--- config.mk ---
export PLATFORM = sky130hd
export DESIGN_NAME = hb_gate_seq
export DESIGN_NICKNAME = d
export VERILOG_FILES = /design/src/rtl/gs_pkg.sv /design/src/rtl/gs_deglitch.sv /design/src/rtl/gs_seq_core.sv /design/src/rtl/gs_side_drive.sv /design/src/rtl/hb_gate_seq.sv
export SDC_FILE = /design/constraint.sdc
export NUM_CORES = 1
export LEC_CHECK = 0
export BUFFER_PORTS_ARGS = -buffer_cell sky130_fd_sc_hd__buf_4
export CAP_MARGIN = 10
export CELL_PAD_IN_SITES_DETAIL_PLACEMENT = 1
export CELL_PAD_IN_SITES_GLOBAL_PLACEMENT = 1
export CORE_MARGIN = 2
export CORE_UTILIZATION = 47
export DETAILED_ROUTE_END_ITERATION = 8
export PLACE_DENSITY_LB_ADDON = 0.3
export RECOVER_POWER = 50
export REMOVE_ABC_BUFFERS = 1
export SLEW_MARGIN = 5
export SYNTH_ARGS = -nofsm -noshare
export SYNTH_HDL_FRONTEND = slang
export SYNTH_HIERARCHICAL = 1
export SYNTH_SLANG_ARGS = --single-unit
--- constraint.sdc ---
create_clock -name clk -period 3.8 [get_ports clk]
set_clock_uncertainty 0.05 [all_clocks]
set_input_delay 0.76 -clock clk [delete_from_list [all_inputs] [get_ports clk]]
set_output_delay 0.76 -clock clk [all_outputs]
set_load 0.01 [all_outputs]
--- src/rtl/gs_pkg.sv ---
package gs_pkg;

   typedef enum logic [1:0] {
      CMD_OFF   = 2'b00,
      CMD_LOW   = 2'b01,
      CMD_HIGH  = 2'b10,
      CMD_OFF_B = 2'b11
   } leg_cmd_e;

   typedef enum logic [1:0] {
      ST_IDLE   = 2'd0,
      ST_SETTLE = 2'd1,
      ST_DEAD   = 2'd2,
      ST_ON     = 2'd3
   } seq_st_e;

   localparam int SIDE_LS = 0;
   localparam int SIDE_HS = 1;

   function automatic logic cmd_drives(input logic [1:0] c);
      return (c == CMD_LOW) || (c == CMD_HIGH);
   endfunction

   function automatic logic cmd_is_high(input logic [1:0] c);
      return (c == CMD_HIGH);
   endfunction

endpackage

--- src/rtl/gs_deglitch.sv ---
module gs_deglitch #(
   parameter int W   = 2,
   parameter int DGL = 3
) (
   input  logic         clk,
   input  logic         rst_n,
   input  logic [W-1:0] raw,
   output logic [W-1:0] filt
);
   localparam int DW = $clog2(DGL + 1);

   generate
      if (DGL < 1) begin : g_bad_dgl
         $error("gs_deglitch: DGL must be at least 1");
      end

      if (DGL == 1) begin : g_direct
         always_ff @(posedge clk or negedge rst_n) begin
            if (!rst_n) filt <= '0;
            else        filt <= raw;
         end
      end else begin : g_count
         logic [W-1:0]  cand;
         logic [DW-1:0] run;
         logic          steady;

         assign steady = (raw == cand) && (run >= DW'(DGL - 1));

         always_ff @(posedge clk or negedge rst_n) begin
            if (!rst_n) begin
               cand <= '0;
               run  <= DW'(DGL);
               filt <= '0;
            end else begin
               if (raw != cand) begin
                  cand <= raw;
                  run  <= DW'(1);
               end else if (run != DW'(DGL)) begin
                  run <= run + DW'(1);
               end
               if (steady) filt <= raw;
            end
         end

         // the filtered value only changes to a value equal to the candidate being timed
         p_filt_from_cand_r2 : assert property (@(posedge clk) disable iff (!rst_n)
            (filt != $past(filt)) |-> (filt == $past(cand)));
      end
   endgenerate

endmodule

--- src/rtl/gs_seq_core.sv ---
module gs_seq_core
   import gs_pkg::*;
#(
   parameter int DRV_CYC  = 8,
   parameter int DEAD_CYC = 15
) (
   input  logic       clk,
   input  logic       rst_n,
   input  logic [1:0] cmd,
   output logic [1:0] on_act,
   output logic       on_win,
   output logic       off_win,
   output logic       off_side,
   output logic       win_end
);
   localparam int MAXC = (DRV_CYC > DEAD_CYC) ? DRV_CYC : DEAD_CYC;
   localparam int CW   = $clog2(MAXC + 1);

   generate
      if (DRV_CYC < 2) begin : g_bad_drv
         $error("gs_seq_core: DRV_CYC must be at least 2");
      end
      if (DEAD_CYC < 1) begin : g_bad_dead
         $error("gs_seq_core: DEAD_CYC must be at least 1");
      end
   endgenerate

   seq_st_e        st, st_n;
   logic           side_q, side_n;
   logic [CW-1:0]  cnt, cnt_n;
   logic           want, want_hi, match;
   logic           drv_last, dead_last;

   assign want      = cmd_drives(cmd);
   assign want_hi   = cmd_is_high(cmd);
   assign match     = want && (want_hi == side_q);
   assign drv_last  = (cnt == CW'(DRV_CYC - 1));
   assign dead_last = (cnt == CW'(DEAD_CYC - 1));

   always_comb begin
      st_n   = st;
      side_n = side_q;
      cnt_n  = cnt;
      unique case (st)
         ST_IDLE: begin
            if (want) begin
               st_n  = ST_DEAD;
               cnt_n = '0;
            end
         end
         ST_SETTLE: begin
            if (drv_last) begin
               st_n  = want ? ST_DEAD : ST_IDLE;
               cnt_n = '0;
            end else begin
               cnt_n = cnt + CW'(1);
            end
         end
         ST_DEAD: begin
            if (dead_last) begin
               cnt_n = '0;
               if (want) begin
                  st_n   = ST_ON;
                  side_n = want_hi;
               end else begin
                  st_n = ST_IDLE;
               end
            end else begin
               cnt_n = cnt + CW'(1);
            end
         end
         ST_ON: begin
            if (!match) begin
               st_n  = ST_SETTLE;
               cnt_n = '0;
            end else if (cnt != CW'(DRV_CYC)) begin
               cnt_n = cnt + CW'(1);
            end
         end
         default: begin
            st_n  = ST_IDLE;
            cnt_n = '0;
         end
      endcase
   end

   always_ff @(posedge clk or negedge rst_n) begin
      if (!rst_n) begin
         st     <= ST_IDLE;
         side_q <= 1'b0;
         cnt    <= '0;
      end else begin
         st     <= st_n;
         side_q <= side_n;
         cnt    <= cnt_n;
      end
   end

   assign on_act[SIDE_HS] = (st == ST_ON) &&  side_q;
   assign on_act[SIDE_LS] = (st == ST_ON) && !side_q;
   assign on_win          = (st == ST_ON) && (cnt < CW'(DRV_CYC));
   assign off_win         = (st == ST_SETTLE);
   assign off_side        = side_q;
   assign win_end         = ((st == ST_ON) || (st == ST_SETTLE)) && drv_last;

   // a window end is never followed by another window end in the next cycle
   p_win_end_single_r9 : assert property (@(posedge clk) disable iff (!rst_n)
      win_end |=> !win_end);

   // when the command stops matching the FET that is on, the next cycle is a turn-off window
   p_abort_to_off_r10 : assert property (@(posedge clk) disable iff (!rst_n)
      ((on_act != 2'b00) && !match) |=> (off_win && (on_act == 2'b00)));

endmodule

--- src/rtl/gs_side_drive.sv ---
module gs_side_drive #(
   parameter int SIDE = 0
) (
   input  logic on_act,
   input  logic on_win,
   input  logic off_win,
   input  logic off_side,
   output logic en,
   output logic peak
);
   localparam logic SIDE_BIT = (SIDE != 0);

   generate
      if ((SIDE != 0) && (SIDE != 1)) begin : g_bad_side
         $error("gs_side_drive: SIDE must be 0 or 1");
      end
   endgenerate

   assign en   = on_act;
   assign peak = (on_act && on_win) || (off_win && (off_side == SIDE_BIT));

endmodule

--- src/rtl/hb_gate_seq.sv ---
module hb_gate_seq
   import gs_pkg::*;
#(
   parameter int DRV_CYC  = 8,
   parameter int DEAD_CYC = 15,
   parameter int DGL_CYC  = 3
) (
   input  logic       clk,
   input  logic       rst_n,
   input  logic [1:0] leg_cmd,
   output logic       hs_en,
   output logic       hs_peak,
   output logic       ls_en,
   output logic       ls_peak,
   output logic       ls_pulldown,
   output logic       drive_win_end
);
   localparam int GAP_MAX = DRV_CYC + DEAD_CYC;
   localparam int GW      = $clog2(GAP_MAX + 1);

   logic [1:0] cmd_f;
   logic [1:0] on_act;
   logic       on_win, off_win, off_side;
   logic [1:0] en_v, pk_v;

   gs_deglitch #(.W(2), .DGL(DGL_CYC)) u_dgl (
      .clk  (clk),
      .rst_n(rst_n),
      .raw  (leg_cmd),
      .filt (cmd_f)
   );

   gs_seq_core #(.DRV_CYC(DRV_CYC), .DEAD_CYC(DEAD_CYC)) u_core (
      .clk     (clk),
      .rst_n   (rst_n),
      .cmd     (cmd_f),
      .on_act  (on_act),
      .on_win  (on_win),
      .off_win (off_win),
      .off_side(off_side),
      .win_end (drive_win_end)
   );

   generate
      for (genvar s = 0; s < 2; s++) begin : g_side
         gs_side_drive #(.SIDE(s)) u_drv (
            .on_act  (on_act[s]),
            .on_win  (on_win),
            .off_win (off_win),
            .off_side(off_side),
            .en      (en_v[s]),
            .peak    (pk_v[s])
         );
      end
   endgenerate

   assign hs_en       = en_v[SIDE_HS];
   assign ls_en       = en_v[SIDE_LS];
   assign hs_peak     = pk_v[SIDE_HS];
   assign ls_peak     = pk_v[SIDE_LS];
   assign ls_pulldown = on_act[SIDE_HS] && on_win;

   // Cycles since either enable was last high, saturating; used to check the break-before-make gap
   logic [GW-1:0] gap;
   always_ff @(posedge clk or negedge rst_n) begin
      if (!rst_n)                  gap <= GW'(GAP_MAX);
      else if (hs_en || ls_en)     gap <= '0;
      else if (gap != GW'(GAP_MAX)) gap <= gap + GW'(1);
   end

   // the two enables never overlap
   p_no_overlap_r3 : assert property (@(posedge clk) disable iff (!rst_n)
      !(hs_en && ls_en));

   // any enable rise comes after at least the turn-off window plus the dead time
   p_gap_before_on_r4 : assert property (@(posedge clk) disable iff (!rst_n)
      ($rose(hs_en) || $rose(ls_en)) |-> (gap >= GW'(GAP_MAX)));

   // a FET that has just been switched off is sunk at peak strength
   p_off_peak_hs_r7 : assert property (@(posedge clk) disable iff (!rst_n)
      $fell(hs_en) |-> (hs_peak && !ls_en));
   p_off_peak_ls_r7 : assert property (@(posedge clk) disable iff (!rst_n)
      $fell(ls_en) |-> (ls_peak && !hs_en));

   // the strong low-gate pull-down appears only while the high FET is on at peak strength
   p_pulldown_r8 : assert property (@(posedge clk) disable iff (!rst_n)
      ls_pulldown |-> (hs_en && hs_peak && !ls_en && !ls_peak));

   // a window-end flag marks a cycle in which some driver is at peak strength
   p_win_end_peak_r9 : assert property (@(posedge clk) disable iff (!rst_n)
      drive_win_end |-> (hs_peak || ls_peak));

endmodule

==> results.yml <==
run_status:
  status: "finished clean"
power_and_ir_drop:
  clkPwrFrac_pct: 16.5
  seqPwrFrac_pct: 43.2
  total_leakage_power_nw: 0.450
  swShare_pct: 42.0
  switching_power_mw: 0.222
  powerDensity_nw_per_um2: 536
  pwr-share-comb_pct: 40.2
  p_int_mw: 0.307
  ir_drop_mv: 0.256
clock_network:
  clockBufferDepth: 2
  clock-sinks: 13
  cts-resized-gates: 0
  cts_root_buf: "clkbuf_4"
  clk_latency_ns: 0.28
  hold_buffers: 0
  cts_tree: "built"
  postCtsSetupBuffers: 0
  h-tree-depth: 1
  path_clk_slew_ns: 0.09
  cts_buffers: 3
setup_path:
  crit_fanout: 12
  cpMaxStageDelayCell: "dfrtp_1"
  crit_required_ns: 2.99
  path_cells: "nand2_2, nor2_1, a22o_1, buf_4"
  crit_type: "reg2out"
  timing.rr.end: "u_core/cnt[3]$_DFFE_PN0P_"
  r2r_slack_ns: 1.73
  cp-start-kind: "flop"
  r2r_cells: 5
  timing.rr.start: "u_dgl/filt[1]$_DFFE_PN0P_"
  critPathMaxStageDelay_ns: 0.57
  crit_path_end_kind: "output pin"
  crit_arrival_ns: 1.49
floorplanning:
  boundaryPins: 10
  initial_utilization_pct: 51.3
  die_x_um: 47.9
  die_h_um: 47.9
  fp-row-count: 15
  die-area_um2: 2290
  design.core.area_um2: 1760
cells_and_area:
  fin_area_um2: 988
  drive_gt1_share_pct: 18.8
  insertedDiodeCount: 0
  area_growth_pct: 9.27
  layout.nets: 112
yosys:
  avgSynthCellArea_um2: 9.62
  async_flop_share_pct: 100
  synth_top_flop_cell: "dfrtp_1"
  synth_top_cell_by_area: "dfrtp_1"
  synth-edff-count: 0
  synth_area_um2: 905
  seq_area_frac_synth_pct: 36.2
  yosysWarnings: 6
  ys_types: 41
  synth-seq-cells: 13
  ys_top_cells_by_area: "dfrtp_1 (30%), ha_1 (8.3%), dfstp_2 (5.8%)"
  synth_top_cell_area_share_pct: 30.4
  syn_inst: 94
timing:
  timing.fmax_mhz: 435
  finalSetupViolCount: 0
  drv_slew: 0
  fin_tns_setup_ns: 0
  hold_violations: 0
  min_period_ns: 2.30
  tightest_slew_ns: 0.700
  slew_headroom_pct: 53.3
  rsz0062_at_grt: "false"
  finalCritPeriodShare_pct: 60.5
  layout_setup_ws_ns: 1.50
route:
  drt_drc_violations_left: 0
  ant_nets: 0
  first_pass_iters: 4
  drtIter0Drc: 12
  vias: 739
  wl_um: 2000
  wl_per_cell_um: 15.9
  routed_via_density: 5.87
placed_design:
  place_worst_setup_slack_ns: 1.75
  io_buffer_count: 9
  dp_hpwl_um: 1560
  gp_congestion: 0.794
  place_area_um2: 973
global_routing:
  grtUsageTotal_pct: 19.9
  grt_max_degree: 14
  grt_pass1_vias: 668
  grt_pass1_wl_um: 3060
  antenna_found_initial: 0
  overflow: 0
job:
  drv_cap: 0
hold_path:
  min_path_type: "in2async"
-- through the flow --
step	hold slack (ns)	std cells	power (mW)	utilization, %
finish	0.443	126	0.530	56.0
global route	0.517	126	0.567	56.0
CTS	0.258	126	0.535	56.7
detailed placement	0.479	122	0.445	55.2
global placement	0.464	122	0.431	55.2
floorplan	0.414	88	0.380	-
-- power groups by stage --
| stage | Sequential (mW) | Combinational (mW) | Clock, mW |
|---|---|---|---|
| after floorplan | 0.217 | 0.163 | 0 |
| after global placement | 0.229 | 0.202 | 0 |
| after detailed placement | 0.233 | 0.213 | 0 |
| after CTS | 0.229 | 0.216 | 0.0896 |
| after global routing | 0.235 | 0.238 | 0.0941 |
| final | 0.229 | 0.213 | 0.0877 |
-- synthesized netlist by cell type (2+ instances only) --
master     n
xnor2_1    2
and2_1     2
dfstp_2    2
nand3_1    5
dfrtp_1   11
o21ai_1    2
a22oi_1    2
inv_1      8
o21ai_0    3
clkbuf_1   4
buf_4      2
a21oi_1    4
ha_1       6
nand2_1    4
nor4b_1    2
nand4b_1   2
xor2_1     3
nor2_1     5
o22ai_1    3
-- how the worst max path moves through the flow --
stage	start	endpoint	slack, ns	cells after the start
after floorplan	u_dgl/filt[0]$_DFFE_PN0P_	u_core/cnt[3]$_DFFE_PN0P_	1.96	7
after global placement	u_dgl/filt[1]$_DFFE_PN0P_	u_core/cnt[3]$_DFFE_PN0P_	1.84	6
after detailed placement	u_dgl/filt[0]$_DFFE_PN0P_	u_core/cnt[3]$_DFFE_PN0P_	1.75	6
after CTS	u_core/st[0]$_DFFE_PN0P_	ls_peak	1.49	5
after global routing	u_core/st[0]$_DFFE_PN0P_	ls_pulldown	1.38	4
final	u_core/st[0]$_DFFE_PN0P_	hs_peak	1.50	4
-- cells by family (layout without fill, tap and decap cells) --
| family | after synthesis | after routing | share of synthesized area, % |
|---|---|---|---|
| muxes | 1 | 1 | 1.24 |
| adders and majority gates | 6 | 6 | 8.30 |
| AOI/OAI and AO/OA | 23 | 23 | 20.1 |
| DFF | 13 | 13 | 36.2 |
| xor gates and xnor gates | 6 | 6 | 6.64 |
| and+or+nand+nor | 31 | 31 | 20.9 |
| buffers and inverters | 14 | 21 | 6.64 |
-- layer usage --
layer  vias to the layer above  routed length, um  share of wire, %  GRT usage [%]
li1                        354                  -                 -              -
met1                       364                947                47           27.4
met2                        19                974                49           31.7
met3                         2                 67               3.3           2.26
met4                         0                 12              0.60           8.11
met5                         -                  0                 0              0
-- state kept, by name (all words and copies together) (netlist names) --
signal and flops:
u_core/cnt 4, u_core/st 2, u_dgl/filt 2, u_dgl/g_count.cand 2, u_dgl/g_count.run 2, u_core/off_side 1
-- layout by cell type (no fill, tap or decap), drive strengths merged, types with 2 or more instances in the layout --
| master | count |
|---|---|
| nor4b | 2 |
| o21ai | 6 |
| xor2 | 4 |
| and3 | 2 |
| nand2 | 5 |
| nand3 | 5 |
| inv | 8 |
| a21oi | 4 |
| o22ai | 3 |
| nor2 | 6 |
| buf | 6 |
| dfrtp | 11 |
| and2 | 2 |
| xnor2 | 2 |
| nand4b | 2 |
| clkbuf | 7 |
| o32ai | 2 |
| ha | 6 |
| or3 | 2 |
| a22oi | 2 |
| dfstp | 2 |
-- area by class of cell --
class	instances	area [um2]
Fill cell	216	776
Multi-Input combinational cell	67	517
Sequential cell	13	328
Timing Repair Buffer	9	56.3
Tap cell	25	31.3
Inverter	8	30.0
Clock buffer	4	26.3
-- worst max-delay path, delay by kind of cell (launching register included) --
| kind | cells | cell delay, ns |
|---|---|---|
| buffers and inverters | 1 | 0.11 |
| AO/OA/AOI/OAI | 1 | 0.16 |
| flip-flops | 1 | 0.57 |
| AND/OR/NAND/NOR | 2 | 0.37 |
No activity file was read; power rests on OpenSTA's default activity.
